**src/rtl/lsens_regs.sv**
```systemverilog
module lsens_regs #(
  parameter int RES_W = 7
) (
  input  logic             clk,
  input  logic             rst_n,
  input  logic             wr_en,
  input  logic [7:0]       wr_data,
  input  logic             rd_en,
  output logic [RES_W:0]   rd_data,
  output logic             rd_valid,
  input  logic [1:0]       conv_strobe,
  input  logic [RES_W-1:0] conv_data0,
  input  logic [RES_W-1:0] conv_data1,
  output logic             powered,
  output logic             ext_range
);
  localparam logic [7:0] C_DOWN = 8'h00;
  localparam logic [7:0] C_UP   = 8'h03;
  localparam logic [7:0] C_EXT  = 8'h1D;
  localparam logic [7:0] C_STD  = 8'h18;
  localparam logic [7:0] C_CH0  = 8'h43;
  localparam logic [7:0] C_CH1  = 8'h83;

  typedef enum logic [1:0] {SEL_CMD, SEL_CH0, SEL_CH1} sel_t;

  sel_t             sel;
  logic [7:0]       cmd_reg;
  logic [RES_W-1:0] d0, d1;
  logic             v0, v1;
  logic [RES_W:0]   rd_mux;

  wire is_down = wr_en && (wr_data == C_DOWN);
  wire is_up   = wr_en && (wr_data == C_UP);
  wire is_rng  = wr_en && powered && ((wr_data == C_EXT) || (wr_data == C_STD));
  wire is_ch0  = wr_en && (wr_data == C_CH0);
  wire is_ch1  = wr_en && (wr_data == C_CH1);
  wire known   = (wr_data == C_DOWN) || (wr_data == C_UP) || (wr_data == C_EXT) ||
                 (wr_data == C_STD) || (wr_data == C_CH0) || (wr_data == C_CH1);
  wire cap0    = powered && conv_strobe[0] && !is_down;
  wire cap1    = powered && conv_strobe[1] && !is_down;

  always_comb begin
    case (sel)
      SEL_CH0: rd_mux = {v0, d0};
      SEL_CH1: rd_mux = {v1, d1};
      default: rd_mux = cmd_reg[RES_W:0];
    endcase
  end

  always_ff @(posedge clk) begin
    if (!rst_n) begin
      powered   <= 1'b0;
      ext_range <= 1'b0;
      sel       <= SEL_CMD;
      cmd_reg   <= C_DOWN;
      d0        <= '0;
      d1        <= '0;
      v0        <= 1'b0;
      v1        <= 1'b0;
      rd_data   <= '0;
      rd_valid  <= 1'b0;
    end else begin
      rd_valid <= rd_en;
      if (rd_en) rd_data <= rd_mux;
      if (cap0) begin d0 <= conv_data0; v0 <= 1'b1; end
      if (cap1) begin d1 <= conv_data1; v1 <= 1'b1; end
      if (is_down) begin
        powered   <= 1'b0;
        ext_range <= 1'b0;
        v0        <= 1'b0;
        v1        <= 1'b0;
        sel       <= SEL_CMD;
        cmd_reg   <= C_DOWN;
      end
      if (is_up) begin
        powered <= 1'b1;
        sel     <= SEL_CMD;
        cmd_reg <= C_UP;
      end
      if (is_rng) begin
        ext_range <= (wr_data == C_EXT);
        cmd_reg   <= wr_data;
      end
      if (is_ch0) begin sel <= SEL_CH0; cmd_reg <= wr_data; end
      if (is_ch1) begin sel <= SEL_CH1; cmd_reg <= wr_data; end
    end
  end

  p_ext_needs_pwr_r3: assert property (@(posedge clk) disable iff (!rst_n)
    ext_range |-> powered);

  p_down_clear_r5: assert property (@(posedge clk) disable iff (!rst_n)
    is_down |=> (!powered && !ext_range && !v0 && !v1 && sel == SEL_CMD));

  p_capture_r7: assert property (@(posedge clk) disable iff (!rst_n)
    cap0 |=> (v0 && d0 == $past(conv_data0)));

  p_down_hold_r8: assert property (@(posedge clk) disable iff (!rst_n)
    !powered |=> ($stable(d0) && $stable(d1)));

  p_unknown_r9: assert property (@(posedge clk) disable iff (!rst_n)
    (wr_en && !known) |=> ($stable(powered) && $stable(ext_range) &&
                           $stable(sel) && $stable(cmd_reg)));

  p_rdv_r10: assert property (@(posedge clk) disable iff (!rst_n)
    rd_valid |-> $past(rd_en));

  p_down_wins_r11: assert property (@(posedge clk) disable iff (!rst_n)
    (is_down && conv_strobe != 2'b00) |=> (!v0 && !v1));
endmodule

```
**config.mk**
```make
export PLATFORM = sky130hd
export DESIGN_NAME = lsens_regs
export DESIGN_NICKNAME = d
export VERILOG_FILES = /design/src/rtl/lsens_regs.sv
export SDC_FILE = /design/constraint.sdc
export NUM_CORES = 1
export LEC_CHECK = 0
export ABC_AREA = 1
export BUFFER_PORTS_ARGS = -buffer_cell sky130_fd_sc_hd__buf_2
export CORE_MARGIN = 2
export CORE_UTILIZATION = 57
export CTS_CLUSTER_SIZE = 12
export DETAILED_ROUTE_END_ITERATION = 8
export PLACE_DENSITY = 0.83
export SLEW_MARGIN = 20
export SYNTH_ARGS = -nofsm -noshare
export SYNTH_HDL_FRONTEND = slang
export SYNTH_SLANG_ARGS = --single-unit
```
**constraint.sdc**
```tcl
create_clock -name clk -period 3.75 [get_ports clk]
set_input_delay 0.375 -clock clk [delete_from_list [all_inputs] [get_ports clk]]
set_output_delay 0.375 -clock clk [all_outputs]
set_load 0.05 [all_outputs]
```
## Word level (Yosys, flattened, before mapping)

Index checks and enable logic that the tools add are counted.

| storage, ports and cells | value |
|---|---|
| output and inout port bits | 11 |
| bits in registers | 37 |
| word-level logic and storage cells | 52 |
| input bits | 28 |

| operators by class | value |
|---|---|
| bitwise gates (word level) | 1 |
| reductions and logical operators | 20 |
| equality and inequality tests | 7 |
| multiplexer cells | 13 |

Operators by type and width:

| operator | count |
|---|---|
| two-way mux 8 bit | 5 |
| equality test 8 x 5 -> 1 bit, second input constant | 2 |
| one-hot mux 8 bit (2 select lines) | 1 |
| logical AND 1 bit | 10 |
| equality test 8 x 2 -> 1 bit, second input constant | 1 |
| equality test 8 x 7 -> 1 bit, second input constant | 1 |
| equality test 8 bit, second input constant | 1 |
| logical NOT 8 bit | 1 |
| two-way mux 2 bit | 4 |
| nonzero test 5 bit | 1 |
| nonzero test 2 bit | 2 |
| nonzero test 4 bit | 1 |
| OR reduction 2 bit | 2 |
| two-way mux 1 bit | 3 |
| nonzero test 3 bit | 1 |
| equality test 2 x 1 -> 1 bit, second input constant | 1 |
| equality test 2 bit, second input constant | 1 |
| logical NOT 1 bit | 1 |
| logical OR 1 bit | 1 |
| inverter 1 bit | 1 |

## Longest topological paths before layout

Gate-level depths: netlist (run 1).

| depth | value |
|---|---|
| word-level depth | 7 |
| depth in mapped cells | 10 |
| depth with buffers taken out | 10 |

## Least setup slack after synthesis (run 1)

Ideal clock, no wire load.

| timing | value |
|---|---|
| path type | reg-to-reg |
| start | register powered |
| end | register cmd_reg[0] |
| setup time | 111 ps |
| required time | 3639 ps |
| buffers on the path | 0 |
| stages on the path, launching flop included | 8 |
| slack | 2212 ps |
| arrival time | 1426 ps |
| period minus slack after synthesis | 1538 ps |
| path through | dfxtp_1 > nand2_1 > nor2_2 > nand2_2 > nand3_2 > nor2_2 > nor2_1 > nor2_1 |

| on the way | value |
|---|---|
| cells in the longest elaborated chain, start to end | 5 |
| elaborated cells between the ends (all ways) | 6 |
| classes of those cells | mux: 3; reduce/logical: 3 |

RTL lines:

| what | RTL line | text |
|---|---|---|
| start, declared | 14 | `output logic powered,` |
| start signal, assigned | 52 | `powered <= 1'b0;` |
| start signal, assigned | 68 | `powered <= 1'b0;` |
| start signal, assigned | 76 | `powered <= 1'b1;` |
| logical AND 1 bit * (2 in a row) | 34 | `wire is_rng = wr_en && powered && ((wr_data == C_EXT) \|\| (wr_data == C_STD));` |
| two-way mux 8 bit | 80 | `if (is_rng) begin` |
| two-way mux 8 bit | 84 | `if (is_ch0) begin sel <= SEL_CH0; cmd_reg <= wr_data; end` |
| two-way mux 8 bit | 85 | `if (is_ch1) begin sel <= SEL_CH1; cmd_reg <= wr_data; end` |
| end signal, assigned | 82 | `cmd_reg <= wr_data;` |
| end, declared | 27 | `logic [7:0] cmd_reg;` |

Every way passes the cells marked *; elsewhere a longest branch is shown, timed or not.
A chain may end at the register's enable or synchronous reset.

## Worst setup path in the final report (run 1)

| timing | value |
|---|---|
| start | register powered |
| end | output powered |

No word-level cell between the ends.

==> reports/qor.csv, run 1 <==
stage;metric;value;unit
status;outcome;finished, final reports clean;
timing;fin_crit_sh;0.423;
global_routing;grt.total_usage;0.233;
synthesis;synth.cells.most_frequent;nand2_1, dfxtp_1, nor2_1;
cts;tritoncts;done;
timing;finalSetupViolCount;0;
synthesis;synth_warnings;0;
final_layout;drive_gt1_frac;0.314;
timing;setup_tns;0;ns
synthesis;avgSynthCellArea;7.95;µm²
placement;place_area;1970;µm²
synthesis;synth_top_area_frac;0.414;
placement;place_hpwl;2690;µm
final_layout;final_area;2020;µm²
timing;fin_hold_ws;0.259;ns
power;power;0.685;mW
final_layout;nNetsFinal;293;
timing;period_needed;1.59;ns
placement;gp_routability_congestion;0.786;
floorplan;start_util;0.591;
cts;clk_pin_slew;0.11;ns
final_layout;fill_cells;271;
synthesis;synth_nets;255;
worst_setup_path;crit_path_top_delay_cell;dfxtp_1;
flow_run;cap_violations;0;
power;power_density;339;nW/µm²
power;pwr-share-seq;0.585;
worst_setup_path;cp_top_family;flip-flops;
power;switching_power;0.191;mW
cts;h-tree-depth;2;
cts;cts_buffer_depth;2;
power;p_int;0.494;mW
floorplan;ioPinCount;39;
floorplan;die_y;60.0;µm
route;drt_drc_violations_left;0;
power;irDropWorstVdd;0.000199;V
route;wl_per_cell;11.8;µm
worst_setup_path;criticalPathCategory;reg -> out;
timing;fin_ws;2.16;ns
final_layout;final_cells;308;
placement;post-place-ws;2.16;ns
synthesis;synth_area;1790;µm²
timing;slew_headroom;0.609;
global_routing;grt_max_degree;29;
synthesis;yosysSeqAreaShare;0.414;
worst_setup_path;path_buf_inv;1;
final_layout;final_util;0.668;
worst_setup_path;r2r_slack;2.35;ns
synthesis;synth_top_area_cell;dfxtp_1;
floorplan;core;3030;µm²
synthesis;synth_flop_cell;dfxtp_1;
cts;cts_hold_buf;0;
hold_path;hold_class;in -> reg;
power;combPwrFrac;0.111;
worst_setup_path;slowest_delay;0.53;ns
route;firstDrtPassIters;5;
cts;postCtsSetupBuffers;0;
worst_setup_path;setup.worst_path.end_class;output port;
floorplan;die_x;60.0;µm
synthesis;yosys-top-cells-area;dfxtp_1, nand2_1, o21ai_2, nor2_1, inv_1;
worst_setup_path;r2r_start;powered;
timing;finalHoldViolCount;0;
cts;cts_resized;0;
global_routing;grt_overflow;0;
placement;place_inst;300;
synthesis;ys_ff_latch;37;
timing;rsz0062_at_grt;no;
cts;cts_root_buf;clkbuf_4;
final_layout;diodes;0;
hold_path;min_from;conv_data1[1];
timing;slew_violations;0;
cts;clkSinkCount;37;
synthesis;postSynthCellCount;225;
floorplan;die_area;3600;µm²
global_routing;grt_pass1_vias;1532;
route;vias;1581;
route;routed_wl;3640;µm
route;first_iter_violations;49;
power;p_sw_frac;0.279;
placement;io_buffers;38;
synthesis;yosysMostFrequentCell;nand2_1;
worst_setup_path;startpoint;powered;
power;p_leak;0.869;nW
timing;fin_skew;0.00943;ns
final_layout;syn_to_final_growth;13.0;%
worst_setup_path;crit_path_start_kind;flop;
cts;cts-buffers-inserted;5;
synthesis;synthArstFlopShare;0;
timing;achievable-frequency;0.631;GHz
synthesis;ys_types;30;
power;clkPwrFrac;0.304;
worst_setup_path;crit_fanout;6;
worst_setup_path;path_cells;buf_2;
timing;tightest_slew;0.586;ns
global_routing;antenna_found_initial;0;
global_routing;grt_pass1_wl;6150;µm
route;drt-vias-per-instance;5.13;
final_layout;regArea;741;µm²
cts;clkLatencyLatePin;0.36;ns
floorplan;rows;20;
route;antenna_left;0;
synthesis;synth_edf_count;0;
worst_setup_path;worstPathRequired;3.38;ns
worst_setup_path;cp.arrival;1.21;ns
final_layout;multi_input_area;865;µm²
-- layout by cell type (no fill, tap or decap), types with 3 or more instances in the layout --
cell type  synthesis  final
nor2_4             3      3
nand2_1           38     38
nor2_1            23     23
a31oi_1            8      8
nand3_1            8      8
dfxtp_1           37     37
clkinv_1           4      4
clkbuf_4           0      5
o22ai_1            4      4
nand4_1            6      6
buf_2              1     38
a22o_1             4      4
inv_2              8      8
a21oi_2            6      6
o21ai_0            7      7
a21oi_1           11     11
inv_1             20     20
o21ai_2           12     12
o21ai_1            6      6
-- cell families after synthesis --
family | count (synthesis) | share of synthesized area
simple gates | 87 | 0.239
flops | 37 | 0.414
buf+inv | 39 | 0.103
compound gates | 60 | 0.230
fa+ha+maj | 2 | 0.0140
-- power groups by stage --
stage | Clock [mW] | Sequential [mW] | Combinational, mW
5_1_grt | 0.225 | 0.401 | 0.0843
3_5_place_dp | 0 | 0.410 | 0.0763
2_1_floorplan | 0 | 0.426 | 0.0316
6_report | 0.208 | 0.401 | 0.0759
4_1_cts | 0.212 | 0.401 | 0.0765
3_3_place_gp | 0 | 0.409 | 0.0747
-- layer usage --
metal  GRT usage  vias to the layer above  routed length [µm]
met5           0                        -                   0
met4       0.127                        0                  88
met3      0.0801                        8                 215
met2       0.373                       45                1680
met1       0.270                      709                1660
li1            -                      819                   -
-- final timing paths --
path	to	cells after the start
worst max-delay path	powered	1
worst min-delay path	d1[1]	3
worst max register to register	cmd_reg[0]	8
worst min register to register	d1[0]	2
-- layout make-up --
type,instances,share of cell area
Tap cell,44,0.0272
Timing Repair Buffer,38,0.0941
Sequential cell,37,0.366
Clock inverter,2,0.00495
Clock buffer,6,0.0204
Multi-Input combinational cell,149,0.428
Inverter,32,0.0594
Note: power is estimated with default switching activity, not from simulation.
==> inputs of run 2 (changes only) <==
--- a/config.mk
+++ b/config.mk
@@ -5,13 +5,13 @@
 export SDC_FILE = /design/constraint.sdc
 export NUM_CORES = 1
 export LEC_CHECK = 0
-export ABC_AREA = 1
+export ABC_AREA = 0
 export BUFFER_PORTS_ARGS = -buffer_cell sky130_fd_sc_hd__buf_2
 export CORE_MARGIN = 2
-export CORE_UTILIZATION = 57
+export CORE_UTILIZATION = 53
 export CTS_CLUSTER_SIZE = 12
 export DETAILED_ROUTE_END_ITERATION = 8
-export PLACE_DENSITY = 0.83
+export PLACE_DENSITY = 0.78
 export SLEW_MARGIN = 20
 export SYNTH_ARGS = -nofsm -noshare
 export SYNTH_HDL_FRONTEND = slang
==> constraint.sdc (replaced) <==
create_clock -name clk -period 1.47 [get_ports clk]
set_input_delay 0.147 -clock clk [delete_from_list [all_inputs] [get_ports clk]]
set_output_delay 0.147 -clock clk [all_outputs]
set_load 0.05 [all_outputs]
==> run 2 against run 1 <==
  * Largest power group unchanged
  * Non-clock buffer count increased by 13
  * Cell count decreased by 2.6%
  * Wire length increased by 9.4%
  * Utilization increased by 1.4 points
  * Worst setup slack got worse by 2.0 ns
  * Area after synthesis decreased by 3.1%
  * First-iteration DRC count increased by 65%
  * Synthesized cell count decreased by 5.3%
  * Critical path depth increased by 3
  * Sequential power increased to 2.5 times the previous value
  * Via count increased by 6.6%
==> reports/qor.csv, run 2 <==
stage;metric;value;unit
route;wl_per_cell;13.3;µm
cts;clkLatencyLatePin;0.34;ns
synthesis;ys_types;40;
status;outcome;finished, final reports clean;
timing;rsz0062_at_grt;no;
route;routed_wl;3990;µm
final_layout;final_area;2100;µm²
worst_setup_path;r2r_start;powered;
synthesis;ys_ff_latch;37;
cts;clkSinkCount;37;
synthesis;synth_edf_count;0;
hold_path;hold_depth;3;
route;antenna_left;0;
synthesis;synth_nets;243;
timing;slew_violations;0;
cts;cts-buffers-inserted;5;
flow_run;cap_violations;0;
worst_setup_path;cp.depth;4;
global_routing;grt_pass1_vias;1470;
placement;io_buffers;38;
cts;tritoncts;done;
cts;cts_root_buf;clkbuf_4;
timing;fin_ws;0.132;ns
worst_setup_path;setup.worst_path.end_class;flop;
power;power;1.84;mW
worst_setup_path;crit_path_top_delay_cell;dfxtp_2;
cts;postCtsSetupBuffers;0;
floorplan;die_x;61.2;µm
worst_setup_path;slowest_delay;0.38;ns
worst_setup_path;criticalPathCategory;reg -> reg;
worst_setup_path;reg2reg_to;cmd_reg[7];
timing;slew_headroom;0.679;
timing;fin_skew;0.00972;ns
worst_setup_path;cp.arrival;1.56;ns
global_routing;grt.total_usage;0.238;
synthesis;synth_top_area_cell;dfxtp_1;
synthesis;yosys-top-cells-area;dfxtp_1, o21ai_0, nand2_1, mux2i_1, nand3_1;
cts;cts_buffer_depth;2;
placement;gp_routability_congestion;0.910;
floorplan;die_y;61.2;µm
final_layout;syn_to_final_growth;20.9;%
synthesis;synth_flop_cell;dfxtp_1;
synthesis;yosysSeqAreaShare;0.427;
hold_path;hold_class;in -> reg;
final_layout;final_util;0.681;
hold_path;hold_end;d0[1];
timing;fin_crit_sh;0.910;
final_layout;diodes;0;
final_layout;drive_gt1_frac;0.258;
worst_setup_path;path_buf_inv;0;
synthesis;synth.cells.most_frequent;dfxtp_1, nand2_1, o21ai_0;
final_layout;mostFrequentLayoutCells;buf_2, dfxtp_1, nand2_1;
global_routing;grt_pass1_wl;6550;µm
timing;finalSetupViolCount;0;
floorplan;start_util;0.563;
cts;clk_pin_slew;0.11;ns
synthesis;avgSynthCellArea;8.14;µm²
power;power_density;875;nW/µm²
worst_setup_path;reg2reg_depth;4;
synthesis;synth_top_area_frac;0.427;
timing;period_needed;1.34;ns
power;irDropWorstVdd;0.000696;V
route;drt_drc_violations_left;0;
synthesis;yosysMostFrequentCell;dfxtp_1;
route;first_iter_violations;81;
final_layout;final_common_cell;buf_2;
timing;achievable-frequency;0.748;GHz
floorplan;core;3080;µm²
global_routing;grt_max_degree;29;
worst_setup_path;worstPathRequired;1.70;ns
floorplan;ioPinCount;39;
route;firstDrtPassIters;4;
worst_setup_path;path_cells;and3_1 > nand4b_1 > a21oi_1 > o32ai_1;
synthesis;synth_area;1730;µm²
synthesis;synthArstFlopShare;0;
placement;place_hpwl;2960;µm
hold_path;min_from;conv_data0[1];
worst_setup_path;crit_fanout;6;
route;vias;1686;
timing;tightest_slew;0.477;ns
synthesis;synth_warnings;0;
final_layout;nNetsFinal;286;
cts;h-tree-depth;2;
worst_setup_path;r2r_slack;0.13;ns
placement;place_area;2020;µm²
timing;finalHoldViolCount;0;
global_routing;antenna_found_initial;0;
route;drt-vias-per-instance;5.62;
worst_setup_path;crit_path_start_kind;flop;
global_routing;grt_overflow;0;
synthesis;postSynthCellCount;213;
floorplan;rows;20;
placement;post-place-ws;0.0200;ns
worst_setup_path;startpoint;powered;
power;p_leak;0.843;nW
worst_setup_path;cp_top_family;compound AO/OA/AOI/OAI gates;
floorplan;die_area;3750;µm²
[run 2: logic make-up (layout without fill, tap and decap cells)]
family / Yosys count / count (layout) / synth area share
fa+ha+maj: 2 / 2 / 0.0144
flops: 37 / 37 / 0.427
buf+inv: 21 / 64 / 0.0548
xor+xnor: 2 / 2 / 0.0101
mux: 9 / 9 / 0.0520
compound gates: 56 / 56 / 0.196
simple gates: 86 / 86 / 0.246
[run 2: power by group]
group          total, mW  internal, mW  switching (mW)
clock network      0.667         0.346           0.320
registers           1.01          1.01         0.00154
logic              0.162        0.0668          0.0954
total               1.84          1.42           0.417
[run 2: worst max-delay path by stage]
stage                     slack, ns    endpoint
after floorplan                0.07  rd_data[1]
after global placement      -0.0006  cmd_reg[0]
after detailed placement       0.02  cmd_reg[0]
after CTS                      0.05  rd_data[0]
after global routing           0.02  cmd_reg[0]
final                          0.13  cmd_reg[7]
[run 2: layout make-up]
cell class / count / area, µm²
Sequential cell: 37 / 743
Fill cell: 271 / 981
Clock inverter: 2 / 35.0
Timing Repair Buffer: 51 / 300
Tap cell: 44 / 55.1
Multi-Input combinational cell: 155 / 903
Inverter: 6 / 22.5
Clock buffer: 5 / 37.5
[run 2: repair_timing]
item	4_1_cts	5_1_grt
setup endpoints to repair	0	6
resized for setup	0	3
hold buffers	0	0
[run 2: metrics by stage]
| step | hold slack, ns | std cells | TNS, ns |
|---|---|---|---|
| finish | 0.0174 | 300 | 0 |
| global placement | 0.362 | 293 | -0.000609 |
| detailed placement | 0.367 | 293 | 0 |
| floorplan | 0.277 | 213 | 0 |
| CTS | 0.00951 | 300 | 0 |
| global route | 0.0149 | 300 | 0 |
[run 2: routing by layer]
layer / GRT usage / routed length, µm / vias up
li1: - / - / 848
met1: 0.336 / 1920 / 773
met2: 0.359 / 1770 / 53
met3: 0.0378 / 202 / 12
met4: 0.109 / 97 / 0
met5: 0 / 0 / -
[run 2: worst reg2reg max path, stage by stage, from the launching register on]
cell and delay [ns]:
dfxtp_2 0.38, and3_1 0.22, nand4b_1 0.13, a21oi_1 0.36
o32ai_1 0.14
